`config.mk`:
```
export PLATFORM = sky130hd
export DESIGN_NAME = bit_permuter
export DESIGN_NICKNAME = d
export VERILOG_FILES = /design/src/rtl/bperm_pkg.sv /design/src/rtl/bperm_butterfly.sv /design/src/rtl/bperm_shuffle.sv /design/src/rtl/bit_permuter.sv
export SDC_FILE = /design/constraint.sdc
export NUM_CORES = 1
export LEC_CHECK = 0
export ABC_AREA = 1
export BUFFER_PORTS_ARGS = -buffer_cell sky130_fd_sc_hd__buf_2
export CORE_ASPECT_RATIO = 1.75
export CORE_MARGIN = 2
export CORE_UTILIZATION = 42
export DETAILED_ROUTE_END_ITERATION = 7
export PLACE_DENSITY = 0.57
export SLEW_MARGIN = 20
export SYNTH_ARGS = -nofsm -noshare
export SYNTH_HDL_FRONTEND = slang
export SYNTH_SLANG_ARGS = --single-unit
```
`constraint.sdc`:
```
create_clock -name clk -period 4 [get_ports clk]
set_input_delay 0.8 -clock clk [delete_from_list [all_inputs] [get_ports clk]]
set_output_delay 0.8 -clock clk [all_outputs]
set_load 0.005 [all_outputs]
```
`src/rtl/bperm_pkg.sv`:
```
package bperm_pkg;
  typedef enum logic [1:0] {
    BP_REV   = 2'd0,
    BP_ORC   = 2'd1,
    BP_ZIP   = 2'd2,
    BP_UNZIP = 2'd3
  } bp_op_e;
endpackage

```
`src/rtl/bperm_butterfly.sv`:
```
// Swap / OR-combine network of log2(DW) stages.
module bperm_butterfly #(
  parameter int DW = 64,
  localparam int LG = $clog2(DW)
) (
  input  logic [DW-1:0] din,
  input  logic [LG-1:0] sel,
  input  logic          or_mode,
  output logic [DW-1:0] dout
);
  // lower group of each pair for a stage of size 2^k
  function automatic logic [DW-1:0] lo_groups(input int k);
    logic [DW-1:0] m;
    for (int i = 0; i < DW; i++) m[i] = ((i >> k) & 1) == 0;
    return m;
  endfunction

  always_comb begin
    logic [DW-1:0] acc;
    logic [DW-1:0] swp;
    acc = din;
    for (int k = 0; k < LG; k++) begin
      swp = ((acc & lo_groups(k)) << (1 << k)) |
            ((acc & ~lo_groups(k)) >> (1 << k));
      if (sel[k]) acc = or_mode ? (acc | swp) : swp;
    end
    dout = acc;
  end
endmodule

```
`src/rtl/bperm_shuffle.sv`:
```
// Masked exchange stages; order descending for zip, ascending for unzip.
module bperm_shuffle #(
  parameter int DW = 64,
  localparam int LG = $clog2(DW),
  localparam int NS = LG - 1
) (
  input  logic [DW-1:0] din,
  input  logic [NS-1:0] sel,
  input  logic          unzip,
  output logic [DW-1:0] dout
);
  // quarter at offset 2N inside each 4N block (receives upward move)
  function automatic logic [DW-1:0] up_mask(input int k);
    logic [DW-1:0] m;
    for (int i = 0; i < DW; i++)
      m[i] = (((i >> (k + 1)) & 1) == 1) && (((i >> k) & 1) == 0);
    return m;
  endfunction

  // quarter at offset N inside each 4N block (receives downward move)
  function automatic logic [DW-1:0] dn_mask(input int k);
    logic [DW-1:0] m;
    for (int i = 0; i < DW; i++)
      m[i] = (((i >> (k + 1)) & 1) == 0) && (((i >> k) & 1) == 1);
    return m;
  endfunction

  function automatic logic [DW-1:0] xstage(input logic [DW-1:0] x, input int k);
    return (x & ~(up_mask(k) | dn_mask(k))) |
           ((x << (1 << k)) & up_mask(k)) |
           ((x >> (1 << k)) & dn_mask(k));
  endfunction

  logic [DW-1:0] zip_q, unzip_q;

  always_comb begin
    logic [DW-1:0] acc;
    acc = din;
    for (int k = NS - 1; k >= 0; k--)
      if (sel[k]) acc = xstage(acc, k);
    zip_q = acc;
  end

  always_comb begin
    logic [DW-1:0] acc;
    acc = din;
    for (int k = 0; k < NS; k++)
      if (sel[k]) acc = xstage(acc, k);
    unzip_q = acc;
  end

  assign dout = unzip ? unzip_q : zip_q;
endmodule

```
`src/rtl/bit_permuter.sv`:
```
module bit_permuter #(
  parameter int W = 64,
  localparam int LG  = $clog2(W),
  localparam int HW  = W / 2,
  localparam int HLG = LG - 1
) (
  input  logic          clk,
  input  logic          rst,
  input  logic          in_valid,
  input  logic [1:0]    op,
  input  logic          word_mode,
  input  logic [LG-1:0] ctrl,
  input  logic [W-1:0]  operand,
  output logic          out_valid,
  output logic [W-1:0]  result
);
  import bperm_pkg::*;

  bp_op_e op_e;
  assign op_e = bp_op_e'(op);

  logic is_shuf;
  assign is_shuf = (op_e == BP_ZIP) || (op_e == BP_UNZIP);

  logic [W-1:0]  bf_full, sh_full, full_val;
  logic [HW-1:0] bf_half, sh_half, half_val;
  logic [W-1:0]  next_val;

  bperm_butterfly #(.DW(W)) u_bf_full (
    .din(operand), .sel(ctrl), .or_mode(op_e == BP_ORC), .dout(bf_full));

  bperm_butterfly #(.DW(HW)) u_bf_half (
    .din(operand[HW-1:0]), .sel(ctrl[HLG-1:0]), .or_mode(op_e == BP_ORC),
    .dout(bf_half));

  bperm_shuffle #(.DW(W)) u_sh_full (
    .din(operand), .sel(ctrl[LG-2:0]), .unzip(op_e == BP_UNZIP),
    .dout(sh_full));

  bperm_shuffle #(.DW(HW)) u_sh_half (
    .din(operand[HW-1:0]), .sel(ctrl[HLG-2:0]), .unzip(op_e == BP_UNZIP),
    .dout(sh_half));

  assign full_val = is_shuf ? sh_full : bf_full;
  assign half_val = is_shuf ? sh_half : bf_half;
  assign next_val = word_mode ? {{HW{half_val[HW-1]}}, half_val} : full_val;

  always_ff @(posedge clk) begin
    if (rst) begin
      out_valid <= 1'b0;
      result    <= '0;
    end else begin
      out_valid <= in_valid;
      if (in_valid) result <= next_val;
    end
  end

  // output strobe follows the request strobe by one cycle
  p_valid_follow_r2: assert property (@(posedge clk) disable iff (rst)
    in_valid |=> out_valid);
  p_idle_hold_r2: assert property (@(posedge clk) disable iff (rst)
    !in_valid |=> (!out_valid && $stable(result)));
  // OR-combine never loses an operand bit
  p_orc_cover_r4: assert property (@(posedge clk) disable iff (rst)
    (in_valid && op_e == BP_ORC && !word_mode) |=>
      ((result & $past(operand)) == $past(operand)));
  // pure permutations keep the population count
  p_perm_ones_r10: assert property (@(posedge clk) disable iff (rst)
    (in_valid && op_e != BP_ORC && !word_mode) |=>
      ($countones(result) == $countones($past(operand))));
  // word-mode results are sign-extended from bit HW-1
  p_sext_r8: assert property (@(posedge clk) disable iff (rst)
    (in_valid && word_mode) |=>
      (result[W-1:HW] == {HW{result[HW-1]}}));
  // an all-zero control value is a pass-through
  p_zero_ctrl_r3: assert property (@(posedge clk) disable iff (rst)
    (in_valid && ctrl == '0 && !word_mode) |=> (result == $past(operand)));
endmodule

```
== Word-level counts from Yosys, hierarchy flattened ==
Index checks and enable logic that the tools add are counted.
Operators by class
  eq/ne operators: 3
  muxes and demuxes: 45
  bitwise logic cells: 58
  reduce and logical (&&, ||, !) cells: 1
Operator list (count)
  $mux W64: 25
  $mux W32: 20
  $or A64 B64 Y64: 6
  $or A64 B48 Y64: 5
  $or A64 B56 Y64: 5
  $or A64 B60 Y64: 5
  $or A64 B62 Y64: 5
  $or A64 B32 Y64: 3
  $or A64 B63 Y64: 3
  $or A32 B24 Y32: 5
  $or A32 B28 Y32: 5
  $or A32 B30 Y32: 5
  $or A32 B32 Y32: 5
  $or A32 B16 Y32: 3
  $or A32 B31 Y32: 3
  $eq A2 B2 Y1 const B: 2
  $eq A2 B1 Y1 const B: 1
  $logic_or A1 B1 Y1: 1
Word-level totals
  register bits: 65
  input port bits: 76
  output and inout bits: 65
  logic and storage cells: 109

== Logic depth before layout (Yosys ltp) ==
  word-level depth: 26
  depth in mapped cells: 20
  mapped depth without buffers: 17

== Modules after synthesis ==
From an unflattened synthesis, not the netlist that was laid out.
Unflattened totals
  cells, all modules: 3818
  area total of the unflattened synthesis: 18036.0 sq um
By module, submodules not included
  bperm_butterfly at u_bf_full: times used 1, cells each 1237, area an instance 5270.1 sq um, sequential area each 0.0 sq um
  bperm_shuffle at u_sh_full: times used 1, cells each 926, area an instance 4531.8 sq um, sequential area each 0.0 sq um
  bit_permuter: times used 1, cells each 743, area an instance 4199.0 sq um, sequential area each 1301.2 sq um
  bperm_butterfly at u_bf_half: times used 1, cells each 521, area an instance 2237.1 sq um, sequential area each 0.0 sq um
  bperm_shuffle at u_sh_half: times used 1, cells each 391, area an instance 1798.0 sq um, sequential area each 0.0 sq um

== Worst setup path after synthesis ==
Ideal clock, no wire load.
  kind: input to register
  from: in ctrl[4]
  to: reg result[31]
  library setup time: 0.070 ns
  data arrival time: 2.523 ns
  data required time: 3.930 ns
  slack: 1.407 ns
  stages on the path: 9
  path buffers: 5
  cell sequence: clkbuf_1 > buf_2 > clkbuf_1 > clkbuf_1 > buf_1 > nand3_1 > a31oi_1 > nand2_1 > a21oi_1
On the way
  cells in the longest elaborated chain, start to end: 16
  elaborated cells between the ends (all ways): 24
  those cells by class: mux (14); bitwise (10)
Ends and longest elaborated chain
  start, declared: line bit_permuter.sv:12  | input logic [LG-1:0] ctrl,
  $mux W64: line bperm_shuffle.sv:40  | if (sel[k]) acc = xstage(acc, k);
  $or A64 B56 Y64: line bperm_shuffle.sv:29  | return (x & ~(up_mask(k) | dn_mask(k))) |
  $or A64 B48 Y64: line bperm_shuffle.sv:30  | ((x << (1 << k)) & up_mask(k)) |
  $mux W64: line bperm_shuffle.sv:40
  $or A64 B60 Y64: line bperm_shuffle.sv:29
  $or A64 B56 Y64: line bperm_shuffle.sv:30
  $mux W64: line bperm_shuffle.sv:40
  $or A64 B62 Y64: line bperm_shuffle.sv:29
  $or A64 B60 Y64: line bperm_shuffle.sv:30
  $mux W64: line bperm_shuffle.sv:40
  $or A64 B63 Y64: line bperm_shuffle.sv:29
  $or A64 B62 Y64: line bperm_shuffle.sv:30
  $mux W64: line bperm_shuffle.sv:40
  $mux W64: line bperm_shuffle.sv:52  | assign dout = unzip ? unzip_q : zip_q;
  $mux W64: line bit_permuter.sv:44  | assign full_val = is_shuf ? sh_full : bf_full;
  $mux W64 *: line bit_permuter.sv:46  | assign next_val = word_mode ? {{HW{half_val[HW-1]}}, half_val} : full_val;
  end signal, assigned: line bit_permuter.sv:54  | if (in_valid) result <= next_val;
  end, declared: line bit_permuter.sv:15  | output logic [W-1:0] result
Every way passes the cells marked *; elsewhere a longest branch is shown, timed or not.
A chain may end at the register's enable or synchronous reset.

== Worst setup path after layout ==
  from: in op[1]
  to: reg result[39]
On the way
  cells in the longest elaborated chain, start to end: 25
  elaborated cells between the ends (all ways): 49
  those cells by class: eq/ne (3); mux (27); bitwise (18); reduce/logical (1)
Ends and longest elaborated chain
  start, declared: line bit_permuter.sv:10  | input logic [1:0] op,
  $eq A2 B1 Y1: line bit_permuter.sv:30, bit_permuter.sv:33
  $mux W64 (2 in a row): line bperm_butterfly.sv:25  | if (sel[k]) acc = or_mode ? (acc | swp) : swp;
  $or A64 B62 Y64: line bperm_butterfly.sv:23  | swp = ((acc & lo_groups(k)) << (1 << k)) |
  $or A64 B64 Y64: line bperm_butterfly.sv:25
  $mux W64 (2 in a row): line bperm_butterfly.sv:25
  $or A64 B60 Y64: line bperm_butterfly.sv:23
  $or A64 B64 Y64: line bperm_butterfly.sv:25
  $mux W64 (2 in a row): line bperm_butterfly.sv:25
  [... 4 more ...]
  $or A64 B48 Y64: line bperm_butterfly.sv:23
  $or A64 B64 Y64: line bperm_butterfly.sv:25
  $mux W64 (2 in a row): line bperm_butterfly.sv:25
  $or A64 B32 Y64: line bperm_butterfly.sv:23
  $or A64 B64 Y64: line bperm_butterfly.sv:25
  $mux W64 (2 in a row): line bperm_butterfly.sv:25
  $mux W64: line bit_permuter.sv:44
  $mux W64 *: line bit_permuter.sv:46
Marked as above.

==> reports/summary.txt <==
FP Rows -> 83
Final RePlAce weighted congestion -> 1.08
Post-Synth XOR/XNOR Area -> 0%
CP top delay family -> simple AND/OR/NAND/NOR gates
Simple-gate area share of the yosys netlist -> 59.8%
Critical path's most frequent cell -> nand2_1
WP buf/inv -> 3
Status -> finished, final reports clean
Adder-Cell Fraction of Synth Area -> 0%
Clk pin slew, worst setup/hold paths -> 0.06 ns
Post-CTS setup buffer count -> 0
Final Hold Vio Count -> 0
Most common cell after layout, fill and taps aside -> nand2_1
Netlist Area Pre-Place -> 0.0123 mm2
Post-route DRC -> 0
First-pass GRT wire length -> 96600 um
Clock Path Buffers -> 2
Critical path type -> in2reg
Worst-path cell chain -> buf_2 -> inv_2 -> nand2_2 -> nand2_4 -> buf_4 -> nand2_1 -> o21ai_0 -> nand2_1 -> nand2_1 -> nand2_1 -> nand2_1 -> nand2_1 -> nand2_1 -> nand2_1 -> nand2_1 -> a21oi_1 -> nor2_1 -> nor2_1 -> nor2_1
Post_cts resized -> 0
Worst path max stage delay -> 0.43 ns
VDD IR-drop max -> 0.422 mV
Area grow syn2layout -> 10.1%
Wire length per cell -> 21.0 um
CP max stage cell -> buf_4
Peak Freq -> 0.301 GHz
Area leader, netlist -> nand2_1
H-tree Lvls -> 3
Worst-margin pin slew -> 1.06 ns
CTS tree -> yes
Post-synthesis mux area share -> 0.162%
Final HPWL DP -> 50000 um
Count of state elements after synthesis -> 65
CP arrival -> 3.61 ns
IO Pins -> 141
Die H -> 231 um
Worst skew pair latency -> 0.34 ns
CP endpoint kind -> flip-flop
Commonest cells after routing, fill and taps aside -> 1636 x nand2_1, 217 x o21ai_0, 189 x a21oi_1
Syn_nets -> 2788
Post-synth cell types -> 32
Total Nets Final -> 2798
DR pass1 iterations -> 6
Post-route ant nets -> 0
Filler Cell Count -> 3347
Tmin final -> 3.33 ns
CTS Sinks -> 65
Hold_buf cts -> 0
Core Region -> 0.0292 mm2
Final Slew Violations -> 0
Fin Clk Skew -> 0 ns
Initial DRC count -> 2724
Synth area leaders -> nand2_1 50%, dfxtp_1 11%, o21ai_0 8.8%
CP Data Required Time -> 4.28 ns
Final setup fails -> 0
Initial antenna violation count -> 2
Largest family of logic cells by synthesized area -> simple AND/OR/NAND/NOR gates
Die X-Extent -> 134 um
CTS Root Buffer Type -> clkbuf_16
CP max FO -> 34
Slew Limit Headroom -> 29.3%
Vias in the first global route -> 16000
Worst hold slack -> 0.464 ns
Total power -> 0.00369 W
Total track usage -> 40.9%
Total CTS buffers -> 9
Register area share after synthesis -> 10.5%
Synth Area per Inst -> 4.55 um2
Fraction of layout cells with a size suffix above 1 -> 8.84%
IO buf count -> 140
Via density -> 5.89
Area of the die -> 0.0308 mm2
Via count -> 18300
Largest net degree at the start of global routing -> 82
Synth Instances -> 2712
Period utilization -> 83.2%
Initial Util -> 42.3%
Hold Crit Class -> reg2reg
# diodes -> 0
Max capacitance violation total -> 0
Area share of the largest cell type after synthesis -> 49.9%
GRT Residual Overflow -> 0
CP Launch Type -> input port
Lkg Pwr -> 7.64 nW
Drt total wl -> 65200 um
Synthesis Warnings -> 0
Synth Area in Compound Gates -> 20.7%
Power Dens Cells -> 271 mW/mm2
Setup_tns -> 0 ns
RSZ-0062 raised after global routing -> false
[report_power, final]
group	switching, W	total (W)	internal (W)
Clock	0.000312	0.000876	0.000564
Sequential	0.0000301	0.000734	0.000704
Combinational	0.00150	0.00208	0.000574
[registers in the layout, indices dropped and copies added (netlist names)]
register,flops
out_valid,1
result,64
[stage by stage]
stage / setup slack (ns) / utilization [%] / instance area (um2) / cells
final: 0.673 / 46.6 / 13600 / 3109
after global routing: 0.421 / 46.6 / 13600 / 3109
after CTS: 0.784 / 46.6 / 13600 / 3109
after detailed placement: 0.422 / 45.4 / 13300 / 3093
after global placement: 0.493 / 45.4 / 13300 / 3093
after floorplan: 1.41 / - / 12300 / 2712
[synthesized netlist by cell type (all sizes together)]
library cell and instances:
a211oi 2, a21boi 5, a21oi 190, a22oi 2, a31oi 8, and2 2, buf 73, clkbuf 125
clkinv 2, dfxtp 65, inv 77, mux2i 2, nand2 1643, nand3 175, nand3b 1, nor2 52
nor3 8, o2111ai 1, o211ai 30, o21a 12, o21ai 218, o21bai 4, o221ai 3, o22ai 1
or2 11
[tightest hold or removal path, cell delays in order (launching register included)]
cell,delay (ns)
dfxtp_1,0.31
nand2_1,0.06
a21oi_1,0.05
[per-layer routing]
metal	global-route usage (%)	up-vias	part of all wire (%)
li1	-	8646	-
met1	50.0	8159	37
met2	66.5	1222	44
met3	6.02	276	10
met4	26.8	2	8.1
met5	0	-	0.017
[layout make-up]
type                            instances  area (um2)  area share (%)
Clock buffer                           10         239            1.76
Tap cell                              382         478            3.52
Sequential cell                        65        1300            9.58
Inverter                               79         297            2.18
Multi-Input combinational cell       2370        9970            73.3
Timing Repair Buffer                  197        1220            8.95
Clock inverter                          6        91.3           0.672
[cells by family (layout without fill, tap and decap cells)]
family | after synthesis | after routing
AND/OR/NAND/NOR | 1892 | 1892
flip-flops | 65 | 65
multiplexers | 2 | 2
buffers and inverters | 277 | 292
AO/OA/AOI/OAI | 476 | 476
[path summary, 6_finish.rpt]
| check | start | end | slack (ns) | cells past startpoint |
|---|---|---|---|---|
| max | op[1] | result[39] | 0.67 | 19 |
| min | result[9] | result[9] | 0.46 | 2 |
| max reg2reg | result[29] | result[29] | 3.27 | 2 |
| min reg2reg | result[9] | result[9] | 0.46 | 2 |
Power figures use the tool's default switching activity.
